===== src/rtl/cluster_carry_pkg.sv =====
package cluster_carry_pkg;

  // Source of the carry that enters a half of the cluster
  typedef enum logic [1:0] {
    SRC_ZERO     = 2'd0,
    SRC_CIN_TOP  = 2'd1,
    SRC_CIN_BOT  = 2'd2,
    SRC_TOP_COUT = 2'd3
  } carrySrc_e;

  // Strobes from control to datapath
  typedef struct packed {
    carrySrc_e topSrc;
    carrySrc_e botSrc;
    logic      bypassTop;
    logic      bypassBot;
  } chainCtl_t;

endpackage


===== src/rtl/carry_select_pair.sv =====
// One element: precomputes both carry outcomes, then selects with the live carry.
module carry_select_pair #(
  parameter int BITS = 2
) (
  input  logic [BITS-1:0] a,
  input  logic [BITS-1:0] b,
  input  logic            cin,
  output logic [BITS-1:0] sum,
  output logic            cout
);
  logic [BITS:0] resCin0;
  logic [BITS:0] resCin1;

  always_comb begin
    resCin0 = {1'b0, a} + {1'b0, b};
    resCin1 = {1'b0, a} + {1'b0, b} + (BITS+1)'(1);
  end

  assign sum  = cin ? resCin1[BITS-1:0] : resCin0[BITS-1:0];
  assign cout = cin ? resCin1[BITS]     : resCin0[BITS];
endmodule


===== src/rtl/carry_half_chain.sv =====
// A run of elements forming one half of the cluster, with bypass.
module carry_half_chain #(
  parameter int ELEMS_H   = 5,
  parameter int ELEM_BITS = 2
) (
  input  logic [ELEMS_H*ELEM_BITS-1:0] a,
  input  logic [ELEMS_H*ELEM_BITS-1:0] b,
  input  logic                         cin,
  input  logic                         bypass,
  output logic [ELEMS_H*ELEM_BITS-1:0] sum,
  output logic                         cout
);
  localparam int HW = ELEMS_H * ELEM_BITS;

  logic [ELEMS_H:0] link;
  logic [HW-1:0]    rawSum;

  assign link[0] = cin;

  for (genvar g = 0; g < ELEMS_H; g++) begin : gElem
    carry_select_pair #(.BITS(ELEM_BITS)) uPair (
      .a   (a[g*ELEM_BITS +: ELEM_BITS]),
      .b   (b[g*ELEM_BITS +: ELEM_BITS]),
      .cin (link[g]),
      .sum (rawSum[g*ELEM_BITS +: ELEM_BITS]),
      .cout(link[g+1])
    );
  end

  assign sum  = bypass ? '0  : rawSum;
  assign cout = bypass ? cin : link[ELEMS_H];
endmodule


===== src/rtl/cluster_carry_ctrl.sv =====
// Decodes the mode configuration into carry-source strobes.
module cluster_carry_ctrl
  import cluster_carry_pkg::*;
(
  input  logic      cfgHalf,
  input  logic      cfgStartMid,
  input  logic      cfgBypassTop,
  input  logic      cfgBypassBot,
  output chainCtl_t ctl
);
  always_comb begin
    ctl.bypassTop = cfgBypassTop;
    ctl.bypassBot = cfgBypassBot;
    if (cfgHalf) begin
      ctl.topSrc = SRC_CIN_TOP;
      ctl.botSrc = SRC_CIN_BOT;
    end else if (cfgStartMid) begin
      ctl.topSrc = SRC_ZERO;
      ctl.botSrc = SRC_CIN_TOP;
    end else begin
      ctl.topSrc = SRC_CIN_TOP;
      ctl.botSrc = SRC_TOP_COUT;
    end
  end
endmodule


===== src/rtl/cluster_carry_dp.sv =====
// Two half chains, carry-entry muxes and output registers.
module cluster_carry_dp
  import cluster_carry_pkg::*;
#(
  parameter int ELEMS     = 10,
  parameter int ELEM_BITS = 2
) (
  input  logic                       clk,
  input  logic                       rstN,
  input  logic [ELEMS*ELEM_BITS-1:0] opA,
  input  logic [ELEMS*ELEM_BITS-1:0] opB,
  input  logic                       cinTop,
  input  logic                       cinBot,
  input  chainCtl_t                  ctl,
  output logic [ELEMS*ELEM_BITS-1:0] sumQ,
  output logic                       coutTopQ,
  output logic                       coutBotQ
);
  localparam int HALF_ELEMS = ELEMS / 2;
  localparam int W          = ELEMS * ELEM_BITS;
  localparam int HW         = HALF_ELEMS * ELEM_BITS;

  logic          topEntry, botEntry;
  logic          topOut, botOut;
  logic [HW-1:0] topSum, botSum;

  function automatic logic pickCarry(carrySrc_e src, logic cT, logic cB, logic cOut);
    case (src)
      SRC_CIN_TOP:  return cT;
      SRC_CIN_BOT:  return cB;
      SRC_TOP_COUT: return cOut;
      default:      return 1'b0;
    endcase
  endfunction

  assign topEntry = pickCarry(ctl.topSrc, cinTop, cinBot, 1'b0);
  assign botEntry = pickCarry(ctl.botSrc, cinTop, cinBot, topOut);

  carry_half_chain #(.ELEMS_H(HALF_ELEMS), .ELEM_BITS(ELEM_BITS)) uTop (
    .a     (opA[HW-1:0]),
    .b     (opB[HW-1:0]),
    .cin   (topEntry),
    .bypass(ctl.bypassTop),
    .sum   (topSum),
    .cout  (topOut)
  );

  carry_half_chain #(.ELEMS_H(HALF_ELEMS), .ELEM_BITS(ELEM_BITS)) uBot (
    .a     (opA[W-1:HW]),
    .b     (opB[W-1:HW]),
    .cin   (botEntry),
    .bypass(ctl.bypassBot),
    .sum   (botSum),
    .cout  (botOut)
  );

  always_ff @(posedge clk or negedge rstN) begin
    if (!rstN) begin
      sumQ     <= '0;
      coutTopQ <= 1'b0;
      coutBotQ <= 1'b0;
    end else begin
      sumQ     <= {botSum, topSum};
      coutTopQ <= topOut;
      coutBotQ <= botOut;
    end
  end
endmodule


===== src/rtl/cluster_carry_chain.sv =====
module cluster_carry_chain
  import cluster_carry_pkg::*;
#(
  parameter int ELEMS     = 10,
  parameter int ELEM_BITS = 2
) (
  input  logic                       clk,
  input  logic                       rstN,
  input  logic [ELEMS*ELEM_BITS-1:0] opA,
  input  logic [ELEMS*ELEM_BITS-1:0] opB,
  input  logic                       cinTop,
  input  logic                       cinBot,
  input  logic                       cfgHalf,
  input  logic                       cfgStartMid,
  input  logic                       cfgBypassTop,
  input  logic                       cfgBypassBot,
  output logic [ELEMS*ELEM_BITS-1:0] sumQ,
  output logic                       coutTopQ,
  output logic                       coutBotQ
);
  chainCtl_t ctl;

  cluster_carry_ctrl uCtrl (
    .cfgHalf     (cfgHalf),
    .cfgStartMid (cfgStartMid),
    .cfgBypassTop(cfgBypassTop),
    .cfgBypassBot(cfgBypassBot),
    .ctl         (ctl)
  );

  cluster_carry_dp #(.ELEMS(ELEMS), .ELEM_BITS(ELEM_BITS)) uDp (
    .clk     (clk),
    .rstN    (rstN),
    .opA     (opA),
    .opB     (opB),
    .cinTop  (cinTop),
    .cinBot  (cinBot),
    .ctl     (ctl),
    .sumQ    (sumQ),
    .coutTopQ(coutTopQ),
    .coutBotQ(coutBotQ)
  );
endmodule


===== config.mk =====
export PLATFORM = sky130hd
export DESIGN_NAME = cluster_carry_chain
export DESIGN_NICKNAME = d
export VERILOG_FILES = /design/src/rtl/cluster_carry_pkg.sv /design/src/rtl/carry_select_pair.sv /design/src/rtl/carry_half_chain.sv /design/src/rtl/cluster_carry_ctrl.sv /design/src/rtl/cluster_carry_dp.sv /design/src/rtl/cluster_carry_chain.sv
export SDC_FILE = /design/constraint.sdc
export NUM_CORES = 1
export LEC_CHECK = 0
export CAP_MARGIN = 20
export CORE_MARGIN = 1
export CORE_UTILIZATION = 45
export CTS_BUF_LIST = sky130_fd_sc_hd__clkbuf_16
export DETAILED_ROUTE_END_ITERATION = 8
export DONT_BUFFER_PORTS = 1
export PLACE_DENSITY = 0.6
export RECOVER_POWER = 25
export SLEW_MARGIN = 10
export SYNTH_ARGS = -nofsm -noshare
export SYNTH_HDL_FRONTEND = slang
export SYNTH_SLANG_ARGS = --single-unit

===== constraint.sdc =====
create_clock -name clk -period 0.8 [get_ports clk]
set_input_delay 0.04 -clock clk [delete_from_list [all_inputs] [get_ports clk]]
set_output_delay 0.04 -clock clk [all_outputs]
set_load 0.005 [all_outputs]

Word level (Yosys, flattened, before mapping):

Cells that the tools add are included.
Widths: inputs -> output; s select.

* add/sub/neg operators: 20
* equality and inequality tests: 5
* muxes and demuxes: 28

Operators with widths (number)
* $add 2x2->3: 10
* $add 3x1->3 const B: 10
* $mux 10: 2
* $mux 2: 10
* $mux 1: 12
* $eq 2x2->1 const B: 3
* $eq 2x1->1 const B: 2
* $mux 4: 1
* $mux 3: 1
* $pmux 1 s3: 1
* $pmux 1 s2: 1

* register bits after elaboration: 22
* input bits: 48
* output and inout bits: 22
* word-level logic and storage cells: 56

Longest topological paths before layout:

Gate-level depths: netlist (run 1).

* depth in word-level cells: 17
* gate-level depth with buffers: 15
* gate-level depth less buffers: 15

Cells and area by module:

From an unflattened synthesis (run 1), not the netlist that was laid out.

* cell total of the unflattened synthesis: 132
* area, all modules: 1652.8 um2

By module, submodules not included
* carry_select_pair: instances 10, cells an instance 7, area each 81.3 um2, sequential area each 0.0 um2
* cluster_carry_dp: instances 1, cells an instance 31, area each 618.1 um2, sequential area each 550.5 um2
* carry_half_chain: instances 2, cells an instance 12, area each 88.8 um2, sequential area each 0.0 um2
* cluster_carry_ctrl: instances 1, cells an instance 7, area each 43.8 um2, sequential area each 0.0 um2

Worst setup path before layout (run 1):

Ideal clock, no wire load.

* path kind: in2reg
* start: in opA[4]
* end: reg uDp.coutBotQ
* library setup time: 126 ps
* data arrival time: 3388 ps
* data required time: 674 ps
* setup slack: -2714 ps
* stages on the path: 15
* path buffers: 0
* cell sequence: ha_1 inv_1 fa_1 inv_1 ha_1 or3b_1 a211oi_2 nor3_1 a2111o_1 and3_1 a211oi_2 mux2i_1 mux2i_2 o211ai_1 nor3b_2

* longest elaborated chain between the ends: 13

Ends and longest elaborated chain
* start, declared: RTL line cluster_carry_chain.sv:9 `input logic [ELEMS*ELEM_BITS-1:0] opA,`
* $add 2x2->3 *: RTL line carry_select_pair.sv:15, carry_select_pair.sv:16
* $add 3x1->3: RTL line carry_select_pair.sv:16 `resCin1 = {1'b0, a} + {1'b0, b} + (BITS+1)'(1);`
* $mux 1 * (3 in series): RTL line carry_select_pair.sv:20 `assign cout = cin ? resCin1[BITS] : resCin0[BITS];`
* $mux 1 *: RTL line carry_half_chain.sv:31 `assign cout = bypass ? cin : link[ELEMS_H];`
* $pmux 1 s3 *: RTL line cluster_carry_dp.sv:28 `case (src)`
* $mux 1 (5 in series): RTL line carry_select_pair.sv:20
* $mux 1 *: RTL line carry_half_chain.sv:31
* via uDp.botOut: RTL line cluster_carry_dp.sv:24 `logic topOut, botOut;`
* end signal, assigned: RTL line cluster_carry_dp.sv:65 `coutBotQ <= botOut;`
* end, declared: RTL line cluster_carry_dp.sv:17 `output logic coutBotQ`

The timed path passes the listed nets; every way through them passes the cells marked *.

Worst setup path after layout (run 1):

* start: in opA[0]
* end: reg uDp.sumQ[19]

* longest elaborated chain between the ends: 15

Ends and longest elaborated chain
* $add 2x2->3 *: RTL line carry_select_pair.sv:15, carry_select_pair.sv:16
* $add 3x1->3: RTL line carry_select_pair.sv:16
* $mux 1 * (5 in series): RTL line carry_select_pair.sv:20
* $mux 1 *: RTL line carry_half_chain.sv:31
* $pmux 1 s3 *: RTL line cluster_carry_dp.sv:28
* $mux 1 * (4 in series): RTL line carry_select_pair.sv:20
* $mux 2 *: RTL line carry_select_pair.sv:19 `assign sum = cin ? resCin1[BITS-1:0] : resCin0[BITS-1:0];`
* $mux 10 *: RTL line carry_half_chain.sv:30 `assign sum = bypass ? '0 : rawSum;`
* via uDp.botSum[9]: RTL line cluster_carry_dp.sv:25 `logic [HW-1:0] topSum, botSum;`
* end signal, assigned: RTL line cluster_carry_dp.sv:63 `sumQ <= {botSum, topSum};`
* end, declared: RTL line cluster_carry_dp.sv:15 `output logic [ELEMS*ELEM_BITS-1:0] sumQ,`

Marks and branches as above.

==> flow_metrics.tcl, run 1 <==
set metrics [dict create \
    cts_buffers 3 \
    n_antenna_cell 0 \
    final_nets 340 \
    die_area_um2 4570 \
    start_util 0.477 \
    yosysSeqAreaShare 0.284 \
    coreArea_um2 4060 \
    antenna_found_initial 0 \
    ys_warn_count 0 \
    place_hpwl_um 3420 \
    fmax_mhz 313 \
    hp-class "input pin to register" \
    wl_um 4700 \
    cts-root-buf "clkbuf_16" \
    gp_congestion 0.778 \
    drive_above_1_share 0.395 \
    p_per_area_nw_per_um2 1690 \
    required_ns 0.99 \
    synth_cells 207 \
    synth_flop_cell "dfrtp_1" \
    num-fill-cells 313 \
    worstMarginPinSlew_ns 0.524 \
    wl_per_cell_um 15.1 \
    fin_area_um2 2790 \
    worstPathMaxFanout 6 \
    slew_headroom 0.650 \
    overflow 0 \
    setup_slack_ns -2.40 \
    clkSinkCount 22 \
    die_h_um 67.6 \
    critPathCaptureType "register" \
    slew_violations 0 \
    hold_buffers 3 \
    antenna_left 0 \
    status "finished, violations left" \
    violations "negative hold slack, negative setup slack" \
    ctsLongestPathBuffers 2 \
    num_vias 1696 \
    pin_count 70 \
    die_w_um 67.6 \
    vdd_drop_max_mv 0.789 \
    cts-htree-levels 1 \
    drt_iter0_drc 65 \
    max_cap_violations 0 \
    critical_path_class "input pin to register" \
    ys_ff_latch 22 \
    grt_pass1_wl_um 7320 \
    grt_pass1_vias 1653 \
    drc_errors 0 \
    area_growth_syn_to_layout_pct 44.0 \
    synth_edf_count 0 \
    io_buffers 0 \
    grt_setup_unrepaired "true" \
    period_needed_ns 3.20 \
    async_reset_ff_frac 1.00 \
    arrival_ns 3.39 \
    synth_cell_types 48 \
    cts_tree "yes" \
    drt_pre_antenna_iters 4 \
    fin_crit_sh 3.99 \
    syn-num-nets 285 \
    core.rowCount 23 \
    p_leak_nw 1.28 \
    hold_slack_ns -0.171 \
    grt_max_degree 23 \
    grt_usage 0.218 \
    syn_area_um2 1940 \
    setup_viol 21 \
    power_mw 4.71 \
    via_per_inst 5.45 \
    place_area_um2 2340 \
    clk_pin_slew_worst_paths_ns 0.07 \
    critPathLaunchType "input pin" \
    finalHoldViolCount 10 \
    syn-mean-instance-area_um2 9.36 \
]
## layout by cell type, fill, tap and decap left out, types with 4 or more instances in the layout
master | synthesis | layout
nand3b_1 | 4 | 4
buf_4 | 0 | 44
nand2_1 | 10 | 8
dfrtp_1 | 22 | 22
a21oi_1 | 6 | 4
nor2_1 | 28 | 24
ha_1 | 20 | 15
ha_4 | 0 | 4
inv_2 | 0 | 4
mux2i_1 | 5 | 4
xnor2_2 | 0 | 5
inv_1 | 26 | 22
buf_6 | 1 | 6
xor2_1 | 6 | 4
fa_1 | 10 | 10
## cells in the mapped netlist (all sizes together), types with 2 or more instances
| library cell | number | share of area |
|---|---|---|
| inv | 26 | 0.050 |
| or4b | 2 | 0.010 |
| nand3b | 4 | 0.016 |
| nand2 | 10 | 0.019 |
| nor3b | 2 | 0.010 |
| dfrtp | 22 | 0.28 |
| nand4 | 2 | 0.0065 |
| nand4b | 2 | 0.0090 |
| and3 | 2 | 0.0071 |
| or3 | 3 | 0.010 |
| a21oi | 6 | 0.016 |
| a211oi | 4 | 0.021 |
| nand2b | 3 | 0.0097 |
| and2 | 2 | 0.0065 |
| mux2i | 6 | 0.033 |
| a31oi | 2 | 0.0065 |
| ha | 20 | 0.13 |
| xnor2 | 9 | 0.041 |
| nor2b | 2 | 0.0065 |
| clkbuf | 3 | 0.0058 |
| xor2 | 6 | 0.027 |
| o211ai | 2 | 0.0077 |
| nor2 | 28 | 0.054 |
| nand3 | 3 | 0.0077 |
| o21ai | 5 | 0.013 |
| nor3 | 7 | 0.023 |
| fa | 10 | 0.10 |
## layout make-up
class,count,area (um2),share of cell area
Inverter,26,97.6,0.0350
Clock buffer,3,75.1,0.0269
Multi-Input combinational cell,155,1530,0.549
Clock inverter,1,30.0,0.0108
Timing Repair Buffer,54,443,0.159
Sequential cell,22,551,0.197
Tap cell,50,62.6,0.0224
## sequential cells by signal (all words and copies together), names as in the netlist
signal	cells
uDp.sumQ	20
uDp.coutBotQ	1
uDp.coutTopQ	1
## cell families after synthesis
| group | share of synthesized area |
|---|---|
| mux | 0.0329 |
| xor+xnor | 0.0678 |
| flops | 0.284 |
| compound gates | 0.101 |
| simple gates | 0.220 |
| buf+inv | 0.0620 |
| fa+ha+maj | 0.233 |
## stage by stage
stage | worst slack, ns | TNS, ns | util | cells
6_report | -2.40 | -35.17 | 0.687 | 311
3_3_place_gp | -2.60 | -38.81 | 0.578 | 288
4_1_cts | -2.42 | -42.36 | 0.653 | 302
2_1_floorplan | -2.54 | -37.14 | - | 207
3_5_place_dp | -2.71 | -39.94 | 0.578 | 288
5_1_grt | -2.54 | -37.35 | 0.687 | 311
## what timing repair did
action,4_1_cts,5_1_grt
pin swaps,16,10
hold endpoints to repair,43,10
cloned,0,0
gates resized for setup,20,15
setup endpoints to repair,21,22
setup buffers,8,8
## per-layer routing
metal | share of wire | track usage | vias up
met5 | 0 | 0 | -
li1 | - | - | 808
met2 | 0.52 | 0.390 | 60
met1 | 0.41 | 0.261 | 823
met4 | 0.011 | 0.0691 | 0
met3 | 0.064 | 0.0372 | 5
## power by group
group	total (mW)	switching, mW	leakage, nW	internal (mW)
clock network	1.48	0.486	0.0511	0.997
registers	1.37	0.0913	0.282	1.28
logic	1.85	0.866	0.943	0.986
## worst max-delay path: stages
cell and delay, ns:
ha_4 0.11, inv_2 0.03, fa_1 0.48, inv_2 0.09, ha_4 0.14, nand2_4 0.05
or3_4 0.35, and4_4 0.20, a2111o_1 0.42, buf_4 0.16, a31oi_2 0.18, a211oi_4 0.08
buf_4 0.14, buf_6 0.11, a21oi_1 0.24, nor3_4 0.10, or3_1 0.35, a21oi_1 0.12
## path summary, 6_finish.rpt
check / from / end / slack [ns] / depth (start not counted)
max in group asynchronous: rstN / uDp.sumQ[9]$_DFF_PN0_ / 0.20 / 2
min: cfgBypassBot / uDp.sumQ[19]$_DFF_PN0_ / -0.17 / 1
max: opA[0] / uDp.sumQ[19]$_DFF_PN0_ / -2.40 / 18
min in group asynchronous: rstN / uDp.sumQ[18]$_DFF_PN0_ / 0.14 / 1
(Power assumes the default switching activity.)
==> run 2, diff against run 1 <==
--- a/config.mk
+++ b/config.mk
@@ -11,7 +11,7 @@
 export CTS_BUF_LIST = sky130_fd_sc_hd__clkbuf_16
 export DETAILED_ROUTE_END_ITERATION = 8
 export DONT_BUFFER_PORTS = 1
-export PLACE_DENSITY = 0.6
+export PLACE_DENSITY = 0.58
 export RECOVER_POWER = 25
 export SLEW_MARGIN = 10
 export SYNTH_ARGS = -nofsm -noshare
==> constraint.sdc (replaced) <==
create_clock -name clk -period 3.9 [get_ports clk]
set_input_delay 0.195 -clock clk [delete_from_list [all_inputs] [get_ports clk]]
set_output_delay 0.195 -clock clk [all_outputs]
set_load 0.005 [all_outputs]
==> flow_metrics.tcl, run 2 (same netlist as run 1, synthesis figures left out) <==
set metrics [dict create \
    place_hpwl_um 3160 \
    critPathCaptureType "register" \
    hold_buffers 3 \
    drive_above_1_share 0.0798 \
    coreArea_um2 4060 \
    slowest_delay_ns 0.43 \
    num_vias 1478 \
    arrival_ns 3.76 \
    cts_buffers 3 \
    cts-root-buf "clkbuf_16" \
    die_area_um2 4570 \
    critical_path_class "input pin to register" \
    start_util 0.477 \
    max_cap_violations 0 \
    critPathLaunchType "input pin" \
    grt_pass1_vias 1492 \
    drt_iter0_drc 62 \
    gp_congestion 0.724 \
    slew_violations 0 \
    cts_tree "yes" \
    final_cell_mix "nor2_1 (28), inv_1 (26), dfrtp_1 (22)" \
    fmax_mhz 276 \
    largest_reg_flops 20 \
    final_common_cell "nor2_1" \
    io_buffers 0 \
    drc_errors 0 \
    grt_max_degree 23 \
    worstPathCellList "ha_1 > inv_1 > fa_1 > inv_1 > ha_1 > or3b_1 > a211oi_2 > nor3_1 > a2111o_1 > and3_1 > a211oi_2 > mux2i_1 > mux2i_2 > o211ai_1 > nor3b_2" \
    worstMarginPinSlew_ns 0.818 \
    top_regs "uDp.sumQ x20, uDp.coutBotQ x1, uDp.coutTopQ x1" \
    antenna_left 0 \
    grt_usage 0.185 \
    core.rowCount 23 \
    die_h_um 67.6 \
    fin_area_um2 2130 \
    final_core_util 0.526 \
    die_w_um 67.6 \
    hp-class "input pin to register" \
    grt_setup_unrepaired "false" \
    final_nets 292 \
    placed_cells 254 \
    drt_pre_antenna_iters 4 \
    wl_per_cell_um 15.4 \
    p_per_area_nw_per_um2 382 \
    post_cts_resized 0 \
    pin_count 70 \
    fin_cells 263 \
    required_ns 4.04 \
    worstPathMaxFanout 6 \
    period_needed_ns 3.62 \
    slowest_stage "fa_1" \
    setup_viol 0 \
    wl_um 4040 \
    p_leak_nw 0.974 \
    cp_top_family "compound AO/OA/AOI/OAI gates" \
    path_buf_inv 2 \
    fin_tns_setup_ns 0 \
    n_antenna_cell 0 \
    vdd_drop_max_mv 0.158 \
    finalHoldViolCount 0 \
    via_per_inst 5.62 \
    hold_slack_ns 0.0436 \
    grt_pass1_wl_um 6390 \
    fin_crit_sh 0.928 \
    place_area_um2 1980 \
    antenna_found_initial 0 \
    largest-register "uDp.sumQ" \
    slew_headroom 0.455 \
    cts-htree-levels 1 \
    clk_pin_slew_worst_paths_ns 0.06 \
    ctsLongestPathBuffers 2 \
    overflow 0 \
    area_growth_syn_to_layout_pct 10.1 \
    clkSinkCount 22 \
    status "finished, final reports clean" \
    cts_setup_buffers 0 \
]
==> run 2: final cells by class <==
class / count / area, um2
multi-input combinational: 155 / 1270
fill: 379 / 1920
inverter: 26 / 97.6
tap: 50 / 62.6
clock inverter: 1 / 30.0
clock buffer: 3 / 75.1
timing repair buffer: 6 / 51.3
sequential: 22 / 551
==> run 2: layer usage <==
metal | vias to the layer above | wire (um) | global-route usage
met5 | - | 0 | 0
met4 | 0 | 52 | 0.0559
met3 | 6 | 304 | 0.0405
met1 | 694 | 1790 | 0.232
met2 | 65 | 1890 | 0.312
li1 | 713 | - | -
==> run 2: power breakdown <==
part           internal [mW]  switching, mW  total [mW]
registers              0.263         0.0180       0.281
logic                  0.107          0.133       0.240
clock network          0.204         0.0898       0.294
total                  0.574          0.241       0.815
==> run 2: per-stage QoR <==
stage	power (mW)	setup slack, ns
final	0.815	0.280
after global routing	0.868	0.0204
after CTS	0.822	0.306
after detailed placement	0.514	0.0652
after global placement	0.501	0.123
after floorplan	0.470	0.231
==> run 2: final timing paths <==
check                             start                endpoint  slack, ns  cells after the start
worst max-delay path             opA[4]  uDp.coutBotQ$_DFF_PN0_       0.28                     15
worst min-delay path       cfgBypassTop  uDp.coutTopQ$_DFF_PN0_       0.04                      1
max in group asynchronous          rstN  uDp.sumQ[12]$_DFF_PN0_       2.56                      2
min in group asynchronous          rstN   uDp.sumQ[0]$_DFF_PN0_       0.28                      1
